`src/rtl/bss_pkg.sv`:
```
package bss_pkg;

   typedef enum logic [1:0] {
      SRC_NONE = 2'd0,
      SRC_NRM  = 2'd1,
      SRC_WB   = 2'd2
   } src_e;

   // release-spacing inputs, one timer each
   localparam int REL_N  = 3;
   localparam int REL_AH = 0;   // address hold
   localparam int REL_BO = 1;   // back-off
   localparam int REL_HA = 2;   // hold acknowledge

endpackage

```
`src/rtl/bss_gap_timer.sv`:
```
// Blocks an action from the clock a trigger is seen until GAP clocks later.
module bss_gap_timer #(
   parameter int GAP = 2
) (
   input  logic clk,
   input  logic rst,
   input  logic trig,
   output logic blocked
);
   localparam int CNTW = (GAP < 2) ? 1 : $clog2(GAP + 1);
   localparam logic [CNTW-1:0] LOADV = CNTW'(GAP - 1);

   generate
      if (GAP < 1) begin : g_bad_gap
         $error("bss_gap_timer: GAP must be at least 1");
      end
   endgenerate

   logic [CNTW-1:0] cnt;

   always_ff @(posedge clk) begin
      if (rst)
         cnt <= '0;
      else if (trig)
         cnt <= LOADV;
      else if (cnt != '0)
         cnt <= cnt - 1'b1;
   end

   assign blocked = trig | (cnt != '0);


   cnt_range_chk: assert property (@(posedge clk) disable iff (rst)
      cnt <= LOADV);

   generate
      if (GAP > 1) begin : g_hold_chk

         gap_hold_chk: assert property (@(posedge clk) disable iff (rst)
            trig |=> blocked);
      end
   endgenerate

endmodule

```
`src/rtl/bss_arbiter.sv`:
```
// Picks the requester that starts the next cycle.
module bss_arbiter #(
   parameter bit WB_FIRST = 1'b1
) (
   input  logic           base_ok,
   input  logic           nrm_hold,
   input  logic           wb_gap,
   input  logic           req_nrm,
   input  logic           req_wb,
   output bss_pkg::src_e  sel,
   output logic           fire
);
   logic nrm_ok;
   logic wb_ok;

   assign nrm_ok = base_ok & req_nrm & ~nrm_hold;
   assign wb_ok  = base_ok & req_wb  & ~wb_gap;

   generate
      if (WB_FIRST) begin : g_wb_first
         always_comb begin
            if (wb_ok)       sel = bss_pkg::SRC_WB;
            else if (nrm_ok) sel = bss_pkg::SRC_NRM;
            else             sel = bss_pkg::SRC_NONE;
         end
      end else begin : g_nrm_first
         always_comb begin
            if (nrm_ok)      sel = bss_pkg::SRC_NRM;
            else if (wb_ok)  sel = bss_pkg::SRC_WB;
            else             sel = bss_pkg::SRC_NONE;
         end
      end
   endgenerate

   assign fire = (sel != bss_pkg::SRC_NONE);


   always_comb begin
      pick_legal_chk: assert (!fire || base_ok);
   end

endmodule

```
`src/rtl/bss_addr_drive.sv`:
```
// Drives address and cycle code in the strobe clock, then holds them.
module bss_addr_drive #(
   parameter int AW       = 32,
   parameter int CW       = 4,
   parameter int LINE_LSB = 5
) (
   input  logic           clk,
   input  logic           rst,
   input  logic           fire,
   input  bss_pkg::src_e  sel,
   input  logic [AW-1:0]  nrm_addr,
   input  logic [CW-1:0]  nrm_def,
   input  logic [AW-1:0]  wb_addr,
   input  logic [CW-1:0]  wb_def,
   output logic [AW-1:0]  bus_addr,
   output logic [CW-1:0]  bus_def
);
   localparam logic [AW-1:0] WB_MASK = ~((AW'(1) << LINE_LSB) - AW'(1));

   logic [AW-1:0] addr_q;
   logic [CW-1:0] def_q;
   logic [AW-1:0] pick_addr;
   logic [CW-1:0] pick_def;

   always_comb begin
      if (sel == bss_pkg::SRC_WB) begin
         pick_addr = wb_addr & WB_MASK;
         pick_def  = wb_def;
      end else begin
         pick_addr = nrm_addr;
         pick_def  = nrm_def;
      end
   end

   always_ff @(posedge clk) begin
      if (rst) begin
         addr_q <= '0;
         def_q  <= '0;
      end else if (fire) begin
         addr_q <= pick_addr;
         def_q  <= pick_def;
      end
   end

   assign bus_addr = fire ? pick_addr : addr_q;
   assign bus_def  = fire ? pick_def  : def_q;


   addr_hold_chk: assert property (@(posedge clk) disable iff (rst)
      (!fire && !$past(rst)) |-> ($stable(bus_addr) && $stable(bus_def)));

   generate
      if (LINE_LSB > 0) begin : g_align_chk

         wb_align_chk: assert property (@(posedge clk) disable iff (rst)
            (fire && sel == bss_pkg::SRC_WB) |-> (bus_addr[LINE_LSB-1:0] == '0));
      end
   endgenerate

endmodule

```
`src/rtl/bus_start_seq.sv`:
```
module bus_start_seq #(
   parameter int AW       = 32,
   parameter int CW       = 4,
   parameter int LINE_LSB = 5,
   parameter int RDY_GAP  = 2,
   parameter int REL_GAP  = 1,
   parameter int HIT_GAP  = 2,
   parameter bit WB_FIRST = 1'b1
) (
   input  logic          clk,
   input  logic          rst,
   input  logic          cpu_init,
   input  logic          req_nrm,
   input  logic          req_wb,
   input  logic [AW-1:0] nrm_addr,
   input  logic [CW-1:0] nrm_def,
   input  logic [AW-1:0] wb_addr,
   input  logic [CW-1:0] wb_def,
   input  logic          burst_rdy,
   input  logic          addr_hold,
   input  logic          back_off,
   input  logic          hold_ack,
   input  logic          hit_mod,
   output logic          strobe,
   output logic          strobe_oe,
   output logic [AW-1:0] bus_addr,
   output logic [CW-1:0] bus_def,
   output logic          issued_nrm,
   output logic          issued_wb
);
   import bss_pkg::*;

   // a release trigger is the last high clock; the first strobe clock
   // lies REL_GAP clocks after the first low clock
   localparam int REL_TGAP = REL_GAP + 1;

   generate
      if (LINE_LSB >= AW) begin : g_bad_lsb
         $error("bus_start_seq: LINE_LSB must be below AW");
      end
      if (AW < 1 || CW < 1) begin : g_bad_width
         $error("bus_start_seq: AW and CW must be positive");
      end
   endgenerate

   logic             busy;
   logic             bo_q;
   logic             hit_q;
   logic             rdy_blk;
   logic             hit_blk;
   logic             base_ok;
   logic             fire;
   src_e             sel;
   logic [REL_N-1:0] rel_in;
   logic [REL_N-1:0] rel_blk;

   // cycle in flight: from strobe until burst ready
   always_ff @(posedge clk) begin
      if (rst)
         busy <= 1'b0;
      else if (fire)
         busy <= 1'b1;
      else if (burst_rdy)
         busy <= 1'b0;
   end

   always_ff @(posedge clk) begin
      if (rst) begin
         bo_q  <= 1'b0;
         hit_q <= 1'b0;
      end else begin
         bo_q  <= back_off;
         hit_q <= hit_mod;
      end
   end

   bss_gap_timer #(.GAP(RDY_GAP)) u_rdy_gap (
      .clk(clk), .rst(rst), .trig(burst_rdy), .blocked(rdy_blk)
   );

   bss_gap_timer #(.GAP(HIT_GAP)) u_hit_gap (
      .clk(clk), .rst(rst), .trig(hit_mod & ~hit_q), .blocked(hit_blk)
   );

   always_comb begin
      rel_in         = '0;
      rel_in[REL_AH] = addr_hold;
      rel_in[REL_BO] = back_off;
      rel_in[REL_HA] = hold_ack;
   end

   generate
      for (genvar gi = 0; gi < REL_N; gi++) begin : g_rel
         bss_gap_timer #(.GAP(REL_TGAP)) u_rel_gap (
            .clk(clk), .rst(rst), .trig(rel_in[gi]), .blocked(rel_blk[gi])
         );
      end
   endgenerate

   assign base_ok = ~busy & ~rst & ~cpu_init & ~rdy_blk
                  & ~rel_blk[REL_BO] & ~rel_blk[REL_HA];

   bss_arbiter #(.WB_FIRST(WB_FIRST)) u_arb (
      .base_ok (base_ok),
      .nrm_hold(rel_blk[REL_AH]),
      .wb_gap  (hit_blk),
      .req_nrm (req_nrm),
      .req_wb  (req_wb),
      .sel     (sel),
      .fire    (fire)
   );

   bss_addr_drive #(.AW(AW), .CW(CW), .LINE_LSB(LINE_LSB)) u_drv (
      .clk     (clk),
      .rst     (rst),
      .fire    (fire),
      .sel     (sel),
      .nrm_addr(nrm_addr),
      .nrm_def (nrm_def),
      .wb_addr (wb_addr),
      .wb_def  (wb_def),
      .bus_addr(bus_addr),
      .bus_def (bus_def)
   );

   assign strobe     = fire;
   assign issued_nrm = fire & (sel == SRC_NRM);
   assign issued_wb  = fire & (sel == SRC_WB);
   assign strobe_oe  = ~(rst | hold_ack | bo_q);


   strobe_pulse_chk: assert property (@(posedge clk) disable iff (rst)
      strobe |=> !strobe);


   rdy_space_chk: assert property (@(posedge clk) disable iff (rst)
      $past(burst_rdy) |-> !strobe);


   release_space_chk: assert property (@(posedge clk) disable iff (rst)
      ($fell(back_off) || $fell(hold_ack)) |-> !strobe);


   ah_release_chk: assert property (@(posedge clk) disable iff (rst)
      $fell(addr_hold) |-> !issued_nrm);


   hit_same_chk: assert property (@(posedge clk) disable iff (rst)
      $rose(hit_mod) |-> !issued_wb);


   hit_next_chk: assert property (@(posedge clk) disable iff (rst)
      $rose(hit_mod) |=> !issued_wb);


   ah_nrm_chk: assert property (@(posedge clk) disable iff (rst)
      addr_hold |-> !issued_nrm);


   blocked_chk: assert property (@(posedge clk) disable iff (rst)
      (cpu_init || back_off || hold_ack) |-> !strobe);


   hla_float_chk: assert property (@(posedge clk) disable iff (rst)
      hold_ack |-> !strobe_oe);


   bo_float_chk: assert property (@(posedge clk) disable iff (rst)
      $past(back_off) |-> !strobe_oe);


   issue_one_chk: assert property (@(posedge clk) disable iff (rst)
      strobe == (issued_nrm || issued_wb) && $onehot0({issued_nrm, issued_wb}));


   busy_hold_chk: assert property (@(posedge clk) disable iff (rst)
      (strobe && !burst_rdy) |=> (!strobe && (burst_rdy || !$past(burst_rdy)) ));


   always_comb begin
      if (rst) begin
         reset_quiet_chk: assert (!strobe && !strobe_oe);
      end
   end

endmodule

```
`config.mk`:
```
export PLATFORM = sky130hd
export DESIGN_NAME = bus_start_seq
export DESIGN_NICKNAME = d
export VERILOG_FILES = /design/src/rtl/bss_pkg.sv /design/src/rtl/bss_gap_timer.sv /design/src/rtl/bss_arbiter.sv /design/src/rtl/bss_addr_drive.sv /design/src/rtl/bus_start_seq.sv
export SDC_FILE = /design/constraint.sdc
export NUM_CORES = 1
export LEC_CHECK = 0
export BUFFER_PORTS_ARGS = -buffer_cell sky130_fd_sc_hd__buf_2
export CAP_MARGIN = 0
export CORE_AREA = 2 2 121 64
export CTS_CLUSTER_DIAMETER = 50
export DETAILED_ROUTE_END_ITERATION = 6
export DIE_AREA = 0 0 123 66
export PLACE_DENSITY_LB_ADDON = 0.15
export SETUP_SLACK_MARGIN = 0.1
export SLEW_MARGIN = 0
export SYNTH_ARGS = -nofsm -noshare
export SYNTH_HDL_FRONTEND = slang
export SYNTH_SLANG_ARGS = --single-unit
```
`constraint.sdc`:
```
create_clock -name clk -period 2.9 [get_ports clk]
set_input_delay 0.725 -clock clk [delete_from_list [all_inputs] [get_ports clk]]
set_output_delay 0.725 -clock clk [all_outputs]
set_load 0.02 [all_outputs]
```
; Yosys cells after proc, flatten, opt, wreduce, memory -nomap -nowiden
; Index checks and enable logic that the tools add are counted.
[totals]
register_bits = 49
inputBits = 82
out_inout_bits = 40
wordCells = 86
[classes]
addsub = 5
eq_ne = 2
muxes = 18
n_bitwise = 29
reduce_logical = 17
[op_table]
columns = cell, n
row1 = $mux W32, 2
row2 = $reduce_bool A2 Y1, 12
row3 = $mux W1, 13
row4 = $and A1 B1 Y1, 12
row5 = $not A1 Y1, 10
row6 = $reduce_or A2 Y1, 5
row7 = $sub A2 B1 Y2 const B, 5
row8 = $mux W4, 2
row9 = $or A1 B1 Y1, 7
row10 = $eq A2 B1 Y1 const B, 1
row11 = $eq A2 B2 Y1 const B, 1
row12 = $mux W2, 1

; Longest topological paths before layout
[depth]
ltp_word = 13
depth_mapped = 8
depth_no_buf = 7

; By module
; Synthesis repeated with hierarchy kept, for this count alone.
[unflattened]
hier_cells = 312
area_unflattened_um2 = 2524.9
[by_module_without_submodules]
columns = mod, instances, cells_per_inst, area_per_inst_um2, seq_area_each_um2
row1 = bss_addr_drive, 1, 235, 1824.2, 720.7
row2 = bss_gap_timer, 5, 11, 102.6, 40.0
row3 = bus_start_seq, 1, 15, 135.1, 60.1
row4 = bss_arbiter, 1, 7, 52.6, 0.0

; Worst setup path after synthesis
; OpenSTA, ideal clock, no wires.
[synth_timing]
kind = input to output
from = in rst
to = out bus_addr[25]
arrival_time_ns = 2.373
t_required_ns = 2.175
slack_ns = -0.198
cell_stages = 7
path_buffers = 2
path_cell_list = buf_6 or4_4 nor4b_4 nand2_2 clkinv_4 buf_4 o21a_1
[synth_between]
elab_cells_between_ends = 16
classes_between = 1 x eq/ne / 4 x mux / 10 x bitwise / 1 x reduce/logical
[synth_rtl]
columns = item, line_no
row1 = start: declaration, bus_start_seq.sv:11  ; input logic rst,
row2 = $not A1 Y1 (*), bus_start_seq.sv:100  ; assign base_ok = ~busy & ~rst & ~cpu_init & ~rdy_blk
row3 = $and A1 B1 Y1 (*) (3 in series), bus_start_seq.sv:100
row4 = $and A1 B1 Y1 (*) (2 in series), bus_start_seq.sv:101  ; & ~rel_blk[REL_BO] & ~rel_blk[REL_HA];
row5 = $and A1 B1 Y1 (2 in series), bss_arbiter.sv:16  ; assign nrm_ok = base_ok & req_nrm & ~nrm_hold;
row6 = $mux W1, bss_arbiter.sv:23  ; else if (nrm_ok) sel = bss_pkg::SRC_NRM;
row7 = $mux W2 (*), bss_arbiter.sv:22  ; if (wb_ok) sel = bss_pkg::SRC_WB;
row8 = $reduce_bool A2 Y1 (*), bss_arbiter.sv:35  ; assign fire = (sel != bss_pkg::SRC_NONE);
row9 = via strobe, bus_start_seq.sv:24  ; output logic strobe,
row10 = $mux W32 (*), -
row11 = end: declaration, bus_start_seq.sv:26  ; output logic [AW-1:0] bus_addr,
; Mark *: on every way through the listed nets, which the timed path passes. The rest lies on a longest branch.

; Worst setup path in the final report
[layout_timing]
from = in hold_ack
to = out bus_addr[4]
[layout_between]
elab_chain_len = 10
elab_cells_between_ends = 13
classes_between = 1 x eq/ne / 4 x mux / 7 x bitwise / 1 x reduce/logical
[layout_rtl]
columns = item, line_no
row1 = start: declaration, bus_start_seq.sv:22  ; input logic hold_ack,
row2 = $or A1 B1 Y1 (*), bss_gap_timer.sv:30  ; assign blocked = trig | (cnt != '0);
row3 = $not A1 Y1 (*), bus_start_seq.sv:101
row4 = $and A1 B1 Y1 (*), bus_start_seq.sv:101
row5 = $and A1 B1 Y1 (2 in series), bss_arbiter.sv:16
row6 = $mux W1, bss_arbiter.sv:23
row7 = $mux W2 (*), bss_arbiter.sv:22
row8 = $eq A2 B2 Y1, bss_addr_drive.sv:26  ; if (sel == bss_pkg::SRC_WB) begin
row9 = $mux W32, bss_addr_drive.sv:26
row10 = $mux W32 (*), -
; Mark *: on every way between the ends. The rest lies on a longest branch, timed or not.

==> summary.md <==
| Metric | Value |
|---|---|
| Status | complete, but fails checks |
| Violated checks | negative setup slack |
| Critical Path RT | 2.17 ns |
| Lkg Pwr | 2.24 nW |
| CTS buffer count | 5 |
| H-tree depth | 2 |
| Yosys top cell area share | 35.7% |
| Final Hold Vio Count | 0 |
| Chip Width | 123 um |
| Crit path max-delay cell type | or4_4 |
| Starting DRT DRC Count | 117 |
| DRC viols | 0 |
| Wirelength per Cell | 15.6 um |
| Max-slew violations | 0 |
| Post-synthesis sequential area ratio | 35.7% |
| Reg2reg end | u_drv.addr_q[17] |
| First-pass GRT wire length | 13700 um |
| Crit path from | hold_ack |
| Synth area leader | dfxtp_1 |
| Core Footprint | 7100 um^2 |
| Max-slew headroom | 78.3% |
| Critical Path End Type | output pin |
| P per Cell Area | 358 nW/um^2 |
| Initial Util | 38.7% |
| GRT Total Usage | 21.7% |
| Seq cells post-synth | 49 |
| Routed Antenna Nets | 0 |
| Crit start category | input pin |
| # rows | 22 |
| Area growth from synthesis to layout | 63.0% |
| Clock latency on the worst-skew pair | 0.29 ns |
| Syn nets | 401 |
| Final net count | 546 |
| Commonest non-fill, non-tap cell in the layout | buf_2 |
| # IOs | 122 |
| Root Buffer | clkbuf_16 |
| Worst path bufs/invs | 4 |
| Worst vdd ir | 0.210 mV |
| CTS clk-pin slew, worst paths | 0.06 ns |
| CTS tree | done |
| Worst slew pin tran | 0.322 ns |
| Worst path depth | 8 |
| DIE AREA | 8120 um^2 |
| Crit path time final | 3.15 ns |
| Final Skew | 0.00433 ns |
| Antenna cells | 0 |
| Synth area leaders | dfxtp_1 (36%), o211a_1 (11%), a211oi_1 (8.5%), o21a_1 (8.5%), nor3_1 (6.7%) |
| Crit-path cells | buf_6 -> or4_4 -> nor4b_4 -> buf_4 -> nand2_4 -> buf_12 -> a22o_4 -> buf_6 |
| Max stage delay on crit path | 0.53 ns |
| YS warnings | 0 |
| Setup CP Type | in -> out |
| Fin cells | 555 |
| Worst-path maximum fanout | 8 |
| Via density | 5.20 |
| Critical R2R Launch | g_rel[0].u_rel_gap.cnt[0] |
| R2R cell count | 9 |
| Die height | 66 um |
| Setup Viol. Count Final | 39 |
| Final worst slack | -0.255 ns |
| Count of hold-fix buffers inserted at cts | 0 |
| Design area | 4480 um^2 |
| Clk buf depth | 2 |
| Setup TNS | -8.37 ns |
| Most frequent cells in the layout | buf_2 (78), dfxtp_1 (49), buf_4 (48) |
| RSZ-0062 raised after global routing | yes |
| IO Port Bufs | 116 |
| TritonCTS Sinks | 49 |
| Cell area after placement | 3970 um^2 |
| Post-Syn Instances | 314 |
| Period utilization | 109% |
| Distinct cells, synth | 30 |
| Final wirelength | 8650 um |
| CP arrival | 2.43 ns |
| Worst min-delay path class | reg -> reg |
| Share of layout cells above drive strength 1 | 47.9% |
| Via count | 2888 |
| Detailed Place HPWL | 6110 um |
| Syn avg cell area | 8.75 um^2 |
| Largest net degree at the start of global routing | 35 |
| Maxcap violations | 0 |
| Overflow after GRT | 0 |
| Placed insts | 538 |
| Gp weighted congestion | 0.752 |
| R2R Setup Slk | 0.90 ns |
| Crit path to | bus_addr[4] |
| Fillers | 605 |
| Initial antenna violation count | 0 |
| Critical Path Most Common Cell | buf_6 |
| Synthesized cell area | 2750 um^2 |
| First-pass DRT Iterations | 5 |
| CP top delay family | simple AND/OR/NAND/NOR gates |
| Maximum clock frequency | 317 MHz |
| Vias in the first global route | 2761 |
[state kept, by name, summed over array words and instances, names as in the netlist]
name	cells
g_rel.u_rel_gap.cnt	6
busy	1
u_drv.addr_q	32
u_drv.def_q	4
u_hit_gap.cnt	2
u_rdy_gap.cnt	2
hit_q	1
bo_q	1
[cells in the mapped netlist]
cell / n
nand2_2: 1
clkbuf_2: 1
inv_1: 10
nor2b_1: 5
nor2_1: 13
o211a_1: 31
dfxtp_1: 49
o21a_1: 31
a22o_1: 5
and2_1: 2
nor3_1: 37
buf_6: 5
and3_1: 1
xor2_1: 1
buf_2: 2
a32o_1: 5
a21oi_1: 8
clkbuf_1: 22
a211oi_1: 31
nand3b_1: 2
ha_1: 5
clkinv_1: 1
clkinv_4: 1
nor4b_4: 1
buf_4: 4
nand2b_1: 2
nand2_1: 1
or4_4: 1
xnor2_1: 4
o21ai_0: 32
[logic make-up (layout without fill, tap and decap cells)]
group	Yosys count	after routing	synth area share, %
compound gates	143	143	38.9
xor+xnor	5	5	1.59
fa+ha+maj	5	5	2.28
buf+inv	46	191	8.52
flops	49	49	35.7
simple gates	66	66	13.0
[worst register-to-register path: stages (launching register included)]
cell,delay [ns]
dfxtp_1,0.34
inv_1,0.05
ha_1,0.24
nand3b_1,0.22
o21ai_0,0.20
nand2_4,0.13
clkinv_4,0.10
buf_4,0.15
bufbuf_16,0.27
o211a_1,0.21
[timing repair]
action / 4_1_cts / 5_1_grt
pin swaps: 2 / 0
setup buffers: 7 / 1
gates cloned: 2 / 0
endpoints found under the setup margin: 39 / 39
resized for setup: 103 / 1
[metrics by stage]
| stage | hold slack, ns | util [%] | worst slack [ns] | power (mW) |
|---|---|---|---|---|
| finish | 0.479 | 63.1 | -0.255 | 1.60 |
| global route | 0.543 | 63.1 | -0.299 | 1.68 |
| CTS | 0.484 | 63.0 | -0.257 | 1.62 |
| detailed placement | 0.468 | 55.9 | -0.425 | 1.03 |
| global placement | 0.464 | 55.9 | -0.399 | 1.01 |
| floorplan | 0.444 | - | -0.0369 | 0.904 |
[cell type report]
cell class | count | area [um^2] | area share [%]
clock buffers | 7 | 143 | 3.18
multi-input cells | 219 | 1820 | 40.7
repair buffers | 172 | 1360 | 30.4
flip-flops and latches | 49 | 981 | 21.9
inverters | 12 | 50.0 | 1.12
well taps | 96 | 120 | 2.68
[worst min path at each step]
stage,cells after the start,start,slack [ns],endpoint
2_1_floorplan,2,busy,0.44,busy
3_3_place_gp,2,busy,0.46,busy
3_5_place_dp,2,busy,0.47,busy
4_1_cts,2,busy,0.48,busy
5_1_grt,1,u_drv.def_q[3],0.54,u_drv.def_q[3]
6_report,2,busy,0.48,busy
[where the power goes]
part	total [mW]	switching, mW	internal (mW)
sequential	0.702	0.0111	0.691
clock	0.577	0.238	0.339
combinational	0.324	0.184	0.141
[layer usage]
| metal | vias to the layer above | wire length [um] | share of wire, % | track usage [%] |
|---|---|---|---|---|
| met3 | 5 | 779 | 9.0 | 5.78 |
| met2 | 97 | 3740 | 43 | 34.9 |
| li1 | 1468 | - | - | - |
| met5 | - | 0 | 0 | 0 |
| met4 | 0 | 54 | 0.62 | 4.40 |
| met1 | 1318 | 4070 | 47 | 29.4 |
No activity file was read; power rests on OpenSTA's default activity.
